**config.mk**
```make
export PLATFORM = sky130hd
export DESIGN_NAME = dual_dac_ctrl
export DESIGN_NICKNAME = d
export VERILOG_FILES = /design/src/rtl/dacif_pkg.sv /design/src/rtl/dacif_sync.sv /design/src/rtl/dacif_shifter.sv /design/src/rtl/dacif_chan.sv /design/src/rtl/dual_dac_ctrl.sv
export SDC_FILE = /design/constraint.sdc
export NUM_CORES = 1
export LEC_CHECK = 0
export BUFFER_PORTS_ARGS = -buffer_cell sky130_fd_sc_hd__buf_2
export CAP_MARGIN = 20
export CORE_UTILIZATION = 44
export CTS_BUF_LIST = sky130_fd_sc_hd__clkbuf_4
export CTS_CLUSTER_SIZE = 28
export DETAILED_ROUTE_END_ITERATION = 8
export PLACE_DENSITY = 0.69
export SYNTH_ARGS = -nofsm -noshare
export SYNTH_HDL_FRONTEND = slang
export SYNTH_SLANG_ARGS = --single-unit
```
**constraint.sdc**
```tcl
create_clock -name clk -period 3.4 [get_ports clk]
set_clock_uncertainty 0.2 [all_clocks]
set_input_delay 0.34 -clock clk [delete_from_list [all_inputs] [get_ports clk]]
set_output_delay 0.34 -clock clk [all_outputs]
set_load 0.02 [all_outputs]
```
**src/rtl/dacif_pkg.sv**
```systemverilog
// Shared types for the dual DAC serial interface.
// Assumes a fixed 16-bit host word; resolution is chosen at the top.
package dacif_pkg;

    localparam int WORD_W  = 16;
    localparam int FIELD_W = 12;

    // Output load condition while a channel is powered down.
    typedef enum logic [1:0] {
        PD_NORMAL = 2'b00,
        PD_LOAD_L = 2'b01,
        PD_LOAD_H = 2'b10,
        PD_FLOAT  = 2'b11
    } pd_mode_e;

    // Decoded host word, MSB first as received.
    typedef struct packed {
        logic               ch_sel;
        logic               ref_buf;
        pd_mode_e           pd;
        logic [FIELD_W-1:0] code;
    } ctl_word_t;

endpackage

```
**src/rtl/dacif_sync.sv**
```systemverilog
// Multi-stage synchroniser for a bundle of asynchronous single-bit inputs.
// Assumes the bits are independent; each bit gets its own flop chain.
module dacif_sync #(
    parameter int             W       = 4,
    parameter int             STAGES  = 2,
    parameter logic [W-1:0]   RST_VAL = '0
) (
    input  logic         clk,
    input  logic         rst_n,
    input  logic [W-1:0] d,
    output logic [W-1:0] q
);

    logic [W-1:0] st [STAGES];

    // First stage captures the raw asynchronous inputs.
    always_ff @(posedge clk) begin
        if (!rst_n) st[0] <= RST_VAL;
        else        st[0] <= d;
    end

    for (genvar g = 1; g < STAGES; g++) begin : g_stage
        // Each further stage resamples the previous one.
        always_ff @(posedge clk) begin
            if (!rst_n) st[g] <= RST_VAL;
            else        st[g] <= st[g-1];
        end
    end

    assign q = st[STAGES-1];

endmodule

```
**src/rtl/dacif_shifter.sv**
```systemverilog
// Frame-based serial shift register.
// Counts falling serial-clock edges while the frame is active, shifts data
// MSB first, and emits a one-cycle valid with the word on the final edge.
// Assumes all inputs are already synchronised to clk.
module dacif_shifter #(
    parameter int WORD_W = 16
) (
    input  logic              clk,
    input  logic              rst_n,
    input  logic              frame_n_s,
    input  logic              sclk_s,
    input  logic              din_s,
    output logic              word_vld,
    output logic [WORD_W-1:0] word
);

    localparam int            CNT_W  = $clog2(WORD_W + 1);
    localparam logic [CNT_W-1:0] CNT_FULL = CNT_W'(WORD_W);
    localparam logic [CNT_W-1:0] CNT_LAST = CNT_W'(WORD_W - 1);

    logic              sclk_q;
    logic              fall;
    logic [CNT_W-1:0]  cnt;
    logic [WORD_W-1:0] shreg;

    assign fall = sclk_q & ~sclk_s;

    // Edge tracking, bit counting, shifting and word commit.
    always_ff @(posedge clk) begin
        if (!rst_n) begin
            sclk_q   <= 1'b1;
            cnt      <= '0;
            shreg    <= '0;
            word_vld <= 1'b0;
            word     <= '0;
        end else begin
            sclk_q   <= sclk_s;
            word_vld <= 1'b0;
            if (frame_n_s) begin
                cnt <= '0;
            end else if (fall && (cnt != CNT_FULL)) begin
                shreg <= {shreg[WORD_W-2:0], din_s};
                cnt   <= cnt + 1'b1;
                if (cnt == CNT_LAST) begin
                    word_vld <= 1'b1;
                    word     <= {shreg[WORD_W-2:0], din_s};
                end
            end
        end
    end

    AST_NO_COMMIT_IDLE: assert property (@(posedge clk) disable iff (!rst_n)
        frame_n_s |=> !word_vld);
    AST_SINGLE_COMMIT: assert property (@(posedge clk) disable iff (!rst_n)
        word_vld |=> !word_vld);
    AST_CNT_BOUND: assert property (@(posedge clk) disable iff (!rst_n)
        cnt <= CNT_FULL);

endmodule

```
**src/rtl/dacif_chan.sv**
```systemverilog
// One DAC channel: staging code, output code, reference-buffer flag and
// power-down mode. Accepts a decoded word when it addresses CH_ID and
// transfers staging to output on the shared load pulse.
module dacif_chan
    import dacif_pkg::*;
#(
    parameter int   RES_W = 12,
    parameter logic CH_ID = 1'b0
) (
    input  logic             clk,
    input  logic             rst_n,
    input  logic             wr_vld,
    input  ctl_word_t        ctl,
    input  logic             load,
    output logic [RES_W-1:0] dac_code,
    output logic             ref_buf,
    output pd_mode_e         pd
);

    logic             wr_en;
    logic [RES_W-1:0] stage_code;
    logic [RES_W-1:0] new_code;

    assign wr_en    = wr_vld && (ctl.ch_sel == CH_ID);
    assign new_code = ctl.code[FIELD_W-1 -: RES_W];

    // Staging register and control fields, written by an addressed word.
    always_ff @(posedge clk) begin
        if (!rst_n) begin
            stage_code <= '0;
            ref_buf    <= 1'b0;
            pd         <= PD_NORMAL;
        end else if (wr_en) begin
            stage_code <= new_code;
            ref_buf    <= ctl.ref_buf;
            pd         <= ctl.pd;
        end
    end

    // Output code register, loaded from staging on the shared strobe.
    always_ff @(posedge clk) begin
        if (!rst_n)    dac_code <= '0;
        else if (load) dac_code <= stage_code;
    end

    AST_STAGE_HOLD: assert property (@(posedge clk) disable iff (!rst_n)
        !wr_en |=> $stable(stage_code));
    AST_DAC_HOLD: assert property (@(posedge clk) disable iff (!rst_n)
        !load |=> $stable(dac_code));
    AST_DAC_TRANSFER: assert property (@(posedge clk) disable iff (!rst_n)
        load |=> (dac_code == $past(stage_code)));
    AST_CTRL_HOLD: assert property (@(posedge clk) disable iff (!rst_n)
        !wr_en |=> ($stable(ref_buf) && $stable(pd)));

endmodule

```
**src/rtl/dual_dac_ctrl.sv**
```systemverilog
// Top of the dual DAC serial register interface.
// Synchronises the host pins, assembles 16-bit frames, decodes them and
// drives two double-buffered channels with a shared load strobe.
// Assumes the serial clock is well below a third of clk.
module dual_dac_ctrl
    import dacif_pkg::*;
#(
    parameter int RES_W       = 12,
    parameter int SYNC_STAGES = 2
) (
    input  logic             clk,
    input  logic             rst_n,
    input  logic             frame_n,
    input  logic             ser_clk,
    input  logic             ser_din,
    input  logic             load_n,
    output logic [RES_W-1:0] dac_code_a,
    output logic [RES_W-1:0] dac_code_b,
    output logic [1:0]       ref_buf,
    output logic [1:0]       pd_mode_a,
    output logic [1:0]       pd_mode_b
);

    localparam int NUM_CH = 2;

    logic [3:0]        pins_s;
    logic              load_n_s, frame_n_s, sclk_s, din_s;
    logic              load_n_q;
    logic              load_pulse;
    logic              word_vld;
    logic [WORD_W-1:0] word;
    ctl_word_t         ctl;

    logic [RES_W-1:0]  code_arr [NUM_CH];
    logic [NUM_CH-1:0] buf_arr;
    pd_mode_e          pd_arr   [NUM_CH];

    dacif_sync #(
        .W       (4),
        .STAGES  (SYNC_STAGES),
        .RST_VAL (4'b1110)
    ) i_sync (
        .clk   (clk),
        .rst_n (rst_n),
        .d     ({load_n, frame_n, ser_clk, ser_din}),
        .q     (pins_s)
    );

    assign {load_n_s, frame_n_s, sclk_s, din_s} = pins_s;

    // Falling-edge detector for the synchronised load strobe.
    always_ff @(posedge clk) begin
        if (!rst_n) load_n_q <= 1'b1;
        else        load_n_q <= load_n_s;
    end

    assign load_pulse = load_n_q & ~load_n_s;

    dacif_shifter #(
        .WORD_W (WORD_W)
    ) i_shifter (
        .clk       (clk),
        .rst_n     (rst_n),
        .frame_n_s (frame_n_s),
        .sclk_s    (sclk_s),
        .din_s     (din_s),
        .word_vld  (word_vld),
        .word      (word)
    );

    assign ctl = ctl_word_t'(word);

    for (genvar c = 0; c < NUM_CH; c++) begin : g_ch
        dacif_chan #(
            .RES_W (RES_W),
            .CH_ID (1'(c))
        ) i_chan (
            .clk      (clk),
            .rst_n    (rst_n),
            .wr_vld   (word_vld),
            .ctl      (ctl),
            .load     (load_pulse),
            .dac_code (code_arr[c]),
            .ref_buf  (buf_arr[c]),
            .pd       (pd_arr[c])
        );
    end

    assign dac_code_a = code_arr[0];
    assign dac_code_b = code_arr[1];
    assign ref_buf    = buf_arr;
    assign pd_mode_a  = pd_arr[0];
    assign pd_mode_b  = pd_arr[1];

    AST_LOAD_PULSE_SHORT: assert property (@(posedge clk) disable iff (!rst_n)
        load_pulse |=> !load_pulse);
    AST_OUT_STABLE_NO_LOAD: assert property (@(posedge clk) disable iff (!rst_n)
        !load_pulse |=> ($stable(dac_code_a) && $stable(dac_code_b)));

endmodule

```
### After elaboration in Yosys (flattened, before gate mapping)

Memory sizes are Yosys's and may differ from the RTL's.
Cells that the tools add are included.
Widths: inputs -> output; s select.

| operators by class | value |
|---|---|
| $add $sub $neg | 1 |
| equal/unequal tests | 2 |
| mux-type cells | 5 |
| bitwise operators | 10 |
| reduce and logical (&&, ||, !) cells | 7 |

Operators by type and width:

| operator | number |
|---|---|
| $mux 4 | 2 |
| $not 1->1 | 6 |
| $add 5x1->5 const B | 1 |
| $eq 5x4->1 const B | 1 |
| $ne 5x5->1 const B | 1 |
| $logic_and 1x1->1 | 3 |
| $mux 1 | 3 |
| $reduce_and 3->1 | 1 |
| $reduce_or 3->1 | 1 |
| $and 1x1->1 | 2 |
| $or 1x1->1 | 2 |
| $reduce_and 2->1 | 1 |
| $reduce_or 2->1 | 1 |

| word-level totals | value |
|---|---|
| register bits | 93 |
| bits in writable memories | 8 |
| input bits | 6 |
| output and inout port bits | 30 |
| word-level logic and storage cells | 40 |
| memories | 1 |

Memories:

| memory | words | width | read ports | clocked after Yosys merged registers in | write ports | RTL line | text |
|---|---|---|---|---|---|---|---|
| i_sync.st | 2 | 4 | 2 | 0 | 2 | dacif_sync.sv:14 | `logic [W-1:0] st [STAGES];` |

### Longest topological paths before layout

| depth | value |
|---|---|
| depth in word-level cells | 5 |
| depth in mapped cells | 7 |
| mapped depth without buffers | 5 |

### Modules after synthesis

A second synthesis with hierarchy kept.

| second synthesis, totals | value |
|---|---|
| cells, all modules | 370 |
| area total of the unflattened synthesis | 3866.2 µm² |

By module, submodules not included:

| module | instances | cells each | area each (µm²) | seq. area each (µm²) |
|---|---|---|---|---|
| dacif_shifter | 1 | 140 | 1475.2 | 760.7 |
| dacif_chan (g_ch[0].i_chan) | 1 | 105 | 1078.5 | 540.5 |
| dacif_chan (g_ch[1].i_chan) | 1 | 106 | 1069.8 | 540.5 |
| dacif_sync | 1 | 16 | 210.2 | 160.2 |
| dual_dac_ctrl | 1 | 3 | 32.5 | 20.0 |

### Least setup slack after synthesis

OpenSTA, ideal clock, no wires.

| timing path | value |
|---|---|
| kind | register to register |
| start | register i_shifter.cnt[0] |
| end | register i_shifter.word[13] |
| library setup time | 0.119 ns |
| arrival | 1.680 ns |
| data required time | 3.081 ns |
| slack | 1.401 ns |
| stages on the path, launching flop included | 8 |
| path buffers | 2 |
| period minus slack after synthesis | 1.999 ns |
| cells stage by stage | dfxtp_1 > inv_1 > ha_1 > and4bb_4 > or4b_4 > buf_6 > buf_12 > mux2i_1 |

| on the way | value |
|---|---|
| cells in the longest elaborated chain, start to end | 3 |
| elaborated cells on any way between the ends | 4 |
| those cells by class | eq/ne (2); reduce/logical (2) |

Ends and longest elaborated chain:

| item | RTL line | text |
|---|---|---|
| start: declaration | dacif_shifter.sv:23 | `logic [CNT_W-1:0] cnt;` |
| start signal: assignment | dacif_shifter.sv:43 | `cnt <= cnt + 1'b1;` |
| $ne 5x5->1 | dacif_shifter.sv:41 | `end else if (fall && (cnt != CNT_FULL)) begin` |
| $logic_and 1x1->1 | dacif_shifter.sv:41 |  |
| $reduce_and 3->1 (no source line) (*) | -- |  |
| end signal: assignment | dacif_shifter.sv:46 | `word <= {shreg[WORD_W-2:0], din_s};` |
| end: declaration | dacif_shifter.sv:14 | `output logic [WORD_W-1:0] word` |

Mark *: on every way between the ends. The rest lies on a longest branch, timed or not.
A chain may end at the register's enable or synchronous reset.

### Final worst setup path

| timing path | value |
|---|---|
| start | register i_shifter.cnt[0] |
| end | register i_shifter.shreg[2] |

| on the way | value |
|---|---|
| cells in the longest elaborated chain, start to end | 3 |

Ends and longest elaborated chain:

| item | RTL line | text |
|---|---|---|
| $ne 5x5->1 | dacif_shifter.sv:41 |  |
| $logic_and 1x1->1 | dacif_shifter.sv:41 |  |
| $reduce_and 2->1 (no source line) | -- |  |
| end signal: assignment | dacif_shifter.sv:42 | `shreg <= {shreg[WORD_W-2:0], din_s};` |
| end: declaration | dacif_shifter.sv:24 | `logic [WORD_W-1:0] shreg;` |

Every way passes these cells.

==> metrics.md <==
| Metric | Value |
|---|---|
| Status | `finished, final reports clean` |
| Met3 Use GR | `approximately 3.2%` |
| Synth Register Bits | `approximately 100` |
| Setup-failing EPs final | `0` |
| PD cells | `~480 nW/um2` |
| Met1 Resource Use GR | `between 20% and 30%` |
| Final WL | `about 6300 um` |
| Starting DRT DRC Count | `around 120` |
| Crit end category | `flip-flop` |
| Largest net degree at the start of global routing | `56` |
| Origin of the worst setup path | `i_shifter.cnt[0]$_SDFFE_PP0P_` |
| Worst-margin pin slew | `1060 ps` |
| Vias/cell | `slightly below 5` |
| Setup CP Type | `reg -> reg` |
| Port bufs | `35` |
| Non-Filler Instances | `about 530` |
| Slew HR | `approximately 29%` |
| Worst setup SP type | `flip-flop` |
| First-pass GRT wire length | `approximately 11000 um` |
| CP max stage cell | `or3_2` |
| Reg2reg start | `i_shifter.cnt[0]$_SDFFE_PP0P_` |
| Mapped Area | `approximately 3600 um2` |
| Worst Path Max Fanout | `15` |
| Area growth, synth to finish | `10.2%` |
| Post-placement cell count | `between 500 and 600` |
| Num rows | `32` |
| CTS tree | `done` |
| Max-slew violation count | `0` |
| Layout cell share with drive strength beyond 1 | `about 14%` |
| Hold Crit Class | `in -> reg` |
| VDD IR max | `approximately 0.2 mV` |
| Yosys synthesis warning count | `0` |
| # DRC | `0` |
| Vias in the first global route | `2485` |
| Post-CTS Setup Bufs | `0` |
| H-tree levels | `3` |
| GRT met2 Usage | `27.5%` |
| DIE WIDTH | `approximately 92 um` |
| Post-CTS resize count | `0` |
| Clock Latency Late Sink | `roughly 460 ps` |
| Vias post-DR | `2607` |
| Tcrit/Tclk final | `61.9%` |
| Hold-fix buffers, CTS | `4` |
| Hold Violations, Final | `0` |
| Drt pass-1 iters | `4` |
| Gr usage total | `16.6%` |
| Final HPWL DP | `between 4000 and 5000 um` |
| Die Ht | `about 92 um` |
| Number of CTS-inserted buffers | `9` |
| Syn Inst Count | `399` |
| CP peak stage delay | `~700 ps` |
| Initial Utilization | `between 40% and 50%` |
| Final worst slack | `around 1300 ps` |
| Fill cells | `just under 800` |
| Wire per inst | `11.9 um` |
| Routability cong. | `0.733` |
| Req. time, crit path | `~3500 ps` |
| Mapped Avg Cell Area | `8.98 um2` |
| LEAKAGE | `roughly 1.6 nW` |
| RSZ-0062 raised after global routing | `no` |
| Total power | `1.88 mW` |
| Flop-to-flop setup slack | `about 1300 ps` |
| Antenna Cells | `0` |
| Hold path startpoint | `rst_n` |
| Fmax | `roughly 0.48 GHz` |
| Post-detailed-route count of antenna-violating nets | `0` |
| Initial antenna violation count | `0` |
| Clock Path Buffers | `2` |
| Pre-CTS setup slack | `about 1300 ps` |
| Worst path cell trace | `inv_1 -> ha_1 -> and4bb_4 -> or3_2 -> mux2i_1` |
| Die area | `~8500 um2` |
| Grt ovf | `0` |
| # IOs | `36` |
| Yosys cell types | `29` |
| Clock Tree Root | `clkbuf_4` |
| Clock slew seen by the registers of the worst setup and hold paths | `about 160 ps` |
| GR peak layer | `met2` |
| Min Clock Period, post-route | `2100 ps` |
| Sequential fraction of the synthesis area | `a little under three fifths` |
| Total Neg Setup Slack | `0 ps` |
| Critical path data arrival time | `around 2200 ps` |
| Core Footprint | `roughly 7800 um2` |
| Max Cap Viol | `0` |
| Fin nets | `around 430` |
| CTS sink count | `101` |
| Post-Syn Nets | `around 410` |
-- metrics by stage --
step                      area [um2]  hold WS [ps]  util (%)
after floorplan                 3580           186         -
after global placement          3760           191      48.1
after detailed placement        3760           196      48.1
after CTS                       3950           107      50.5
after global routing            3950           129      50.5
final                           3950           108      50.5
-- cells in the mapped netlist --
| master | count | area, um2 |
|---|---|---|
| buf_6 | 2 | 22.5 |
| ha_1 | 3 | 37.5 |
| o31ai_1 | 1 | 7.51 |
| or4b_4 | 1 | 13.8 |
| mux2i_1 | 31 | 310 |
| a32o_1 | 1 | 10.0 |
| o21ai_0 | 2 | 10.0 |
| and4bb_4 | 1 | 16.3 |
| or3_1 | 1 | 6.26 |
| nand3_1 | 1 | 5.00 |
| inv_1 | 3 | 11.3 |
| buf_12 | 1 | 20.0 |
| or3_2 | 2 | 15.0 |
| nor3b_1 | 1 | 7.51 |
| a221oi_1 | 1 | 8.76 |
| dfxtp_1 | 101 | 2020 |
| clkbuf_1 | 15 | 56.3 |
| nor2b_1 | 4 | 25.0 |
| inv_2 | 1 | 3.75 |
| buf_2 | 1 | 5.00 |
| nor2_1 | 2 | 7.51 |
| nand4b_1 | 1 | 8.76 |
| and3_2 | 1 | 7.51 |
| buf_4 | 2 | 15.0 |
| buf_1 | 6 | 22.5 |
| a21oi_1 | 56 | 280 |
| nand2b_1 | 12 | 75.1 |
| and2_1 | 3 | 18.8 |
| nand2_1 | 142 | 533 |
-- sequential cells by signal, summed over array words and instances (netlist names) --
register	cells
i_sync.st	8
load_n_q	1
i_shifter.cnt	5
i_shifter.word	16
g_ch.i_chan.stage_code	24
g_ch.i_chan.pd	4
i_shifter.sclk_q	1
i_shifter.word_vld	1
i_shifter.shreg	15
g_ch.i_chan.dac_code	24
g_ch.i_chan.ref_buf	2
-- layout by cell type (no fill, tap or decap), types with 2 or more instances in the layout --
master and n:
nand2_1 142, or3_2 2, buf_4 2, mux2i_1 31
clkbuf_4 9, inv_6 4, inv_1 3, nor2_1 2
and2_1 3, dlygate4sd3_1 4, a21oi_1 56, nand2b_1 12
nor2b_1 4, o21ai_0 2, clkinvlp_4 2, ha_1 3
buf_2 35, dfxtp_1 101
-- final cells by class --
| type | count | area [um2] | share of cell area, % |
|---|---|---|---|
| clock buffers | 9 | 67.6 | 1.71 |
| clock inverters | 7 | 80.1 | 2.03 |
| inverters | 4 | 15.0 | 0.380 |
| multi-input cells | 267 | 1400 | 35.6 |
| flip-flops and latches | 101 | 2020 | 51.2 |
| well taps | 102 | 128 | 3.23 |
| repair buffers | 41 | 230 | 5.83 |
-- worst paths after layout --
| path | to | cells past startpoint |
|---|---|---|
| max reg2reg | i_shifter.shreg[2]$_SDFFE_PN0P_ | 5 |
| min | i_sync.st[0][3]$_SDFF_PN1_ | 2 |
| max | i_shifter.shreg[2]$_SDFFE_PN0P_ | 5 |
| min reg2reg | i_sync.st[1][1]$_SDFF_PN1_ | 1 |
-- report_power, final --
| part | total [mW] | leakage [nW] | internal, mW | switching (mW) |
|---|---|---|---|---|
| combinational | 0.0409 | 0.728 | 0.0118 | 0.0290 |
| clock | 0.647 | 0.0740 | 0.235 | 0.413 |
| sequential | 1.19 | 0.815 | 1.19 | 0.00187 |
-- critical path, delay by kind of cell (launching register included) --
family	cells	cell delay [ps]
adder cells (fa/ha/maj)	1	200
buffers and inverters	1	60
flip-flops	1	430
multiplexers	1	200
AND/OR/NAND/NOR	2	900
-- cell families after synthesis --
logic type / synth area share [%]
AOI/OAI and AO/OA: 8.84
buffers and inverters: 4.37
adders and majority gates: 1.05
and+or+nand+nor: 20.6
DFF: 56.4
muxes: 8.66
-- metal layers --
layer  up-vias  part of all wire, %
li1       1352                    -
met1      1202                   51
met2        43                   44
met3        10                  3.1
met4         0                  1.8
met5         -                    0
No activity file was read; power rests on OpenSTA's default activity.
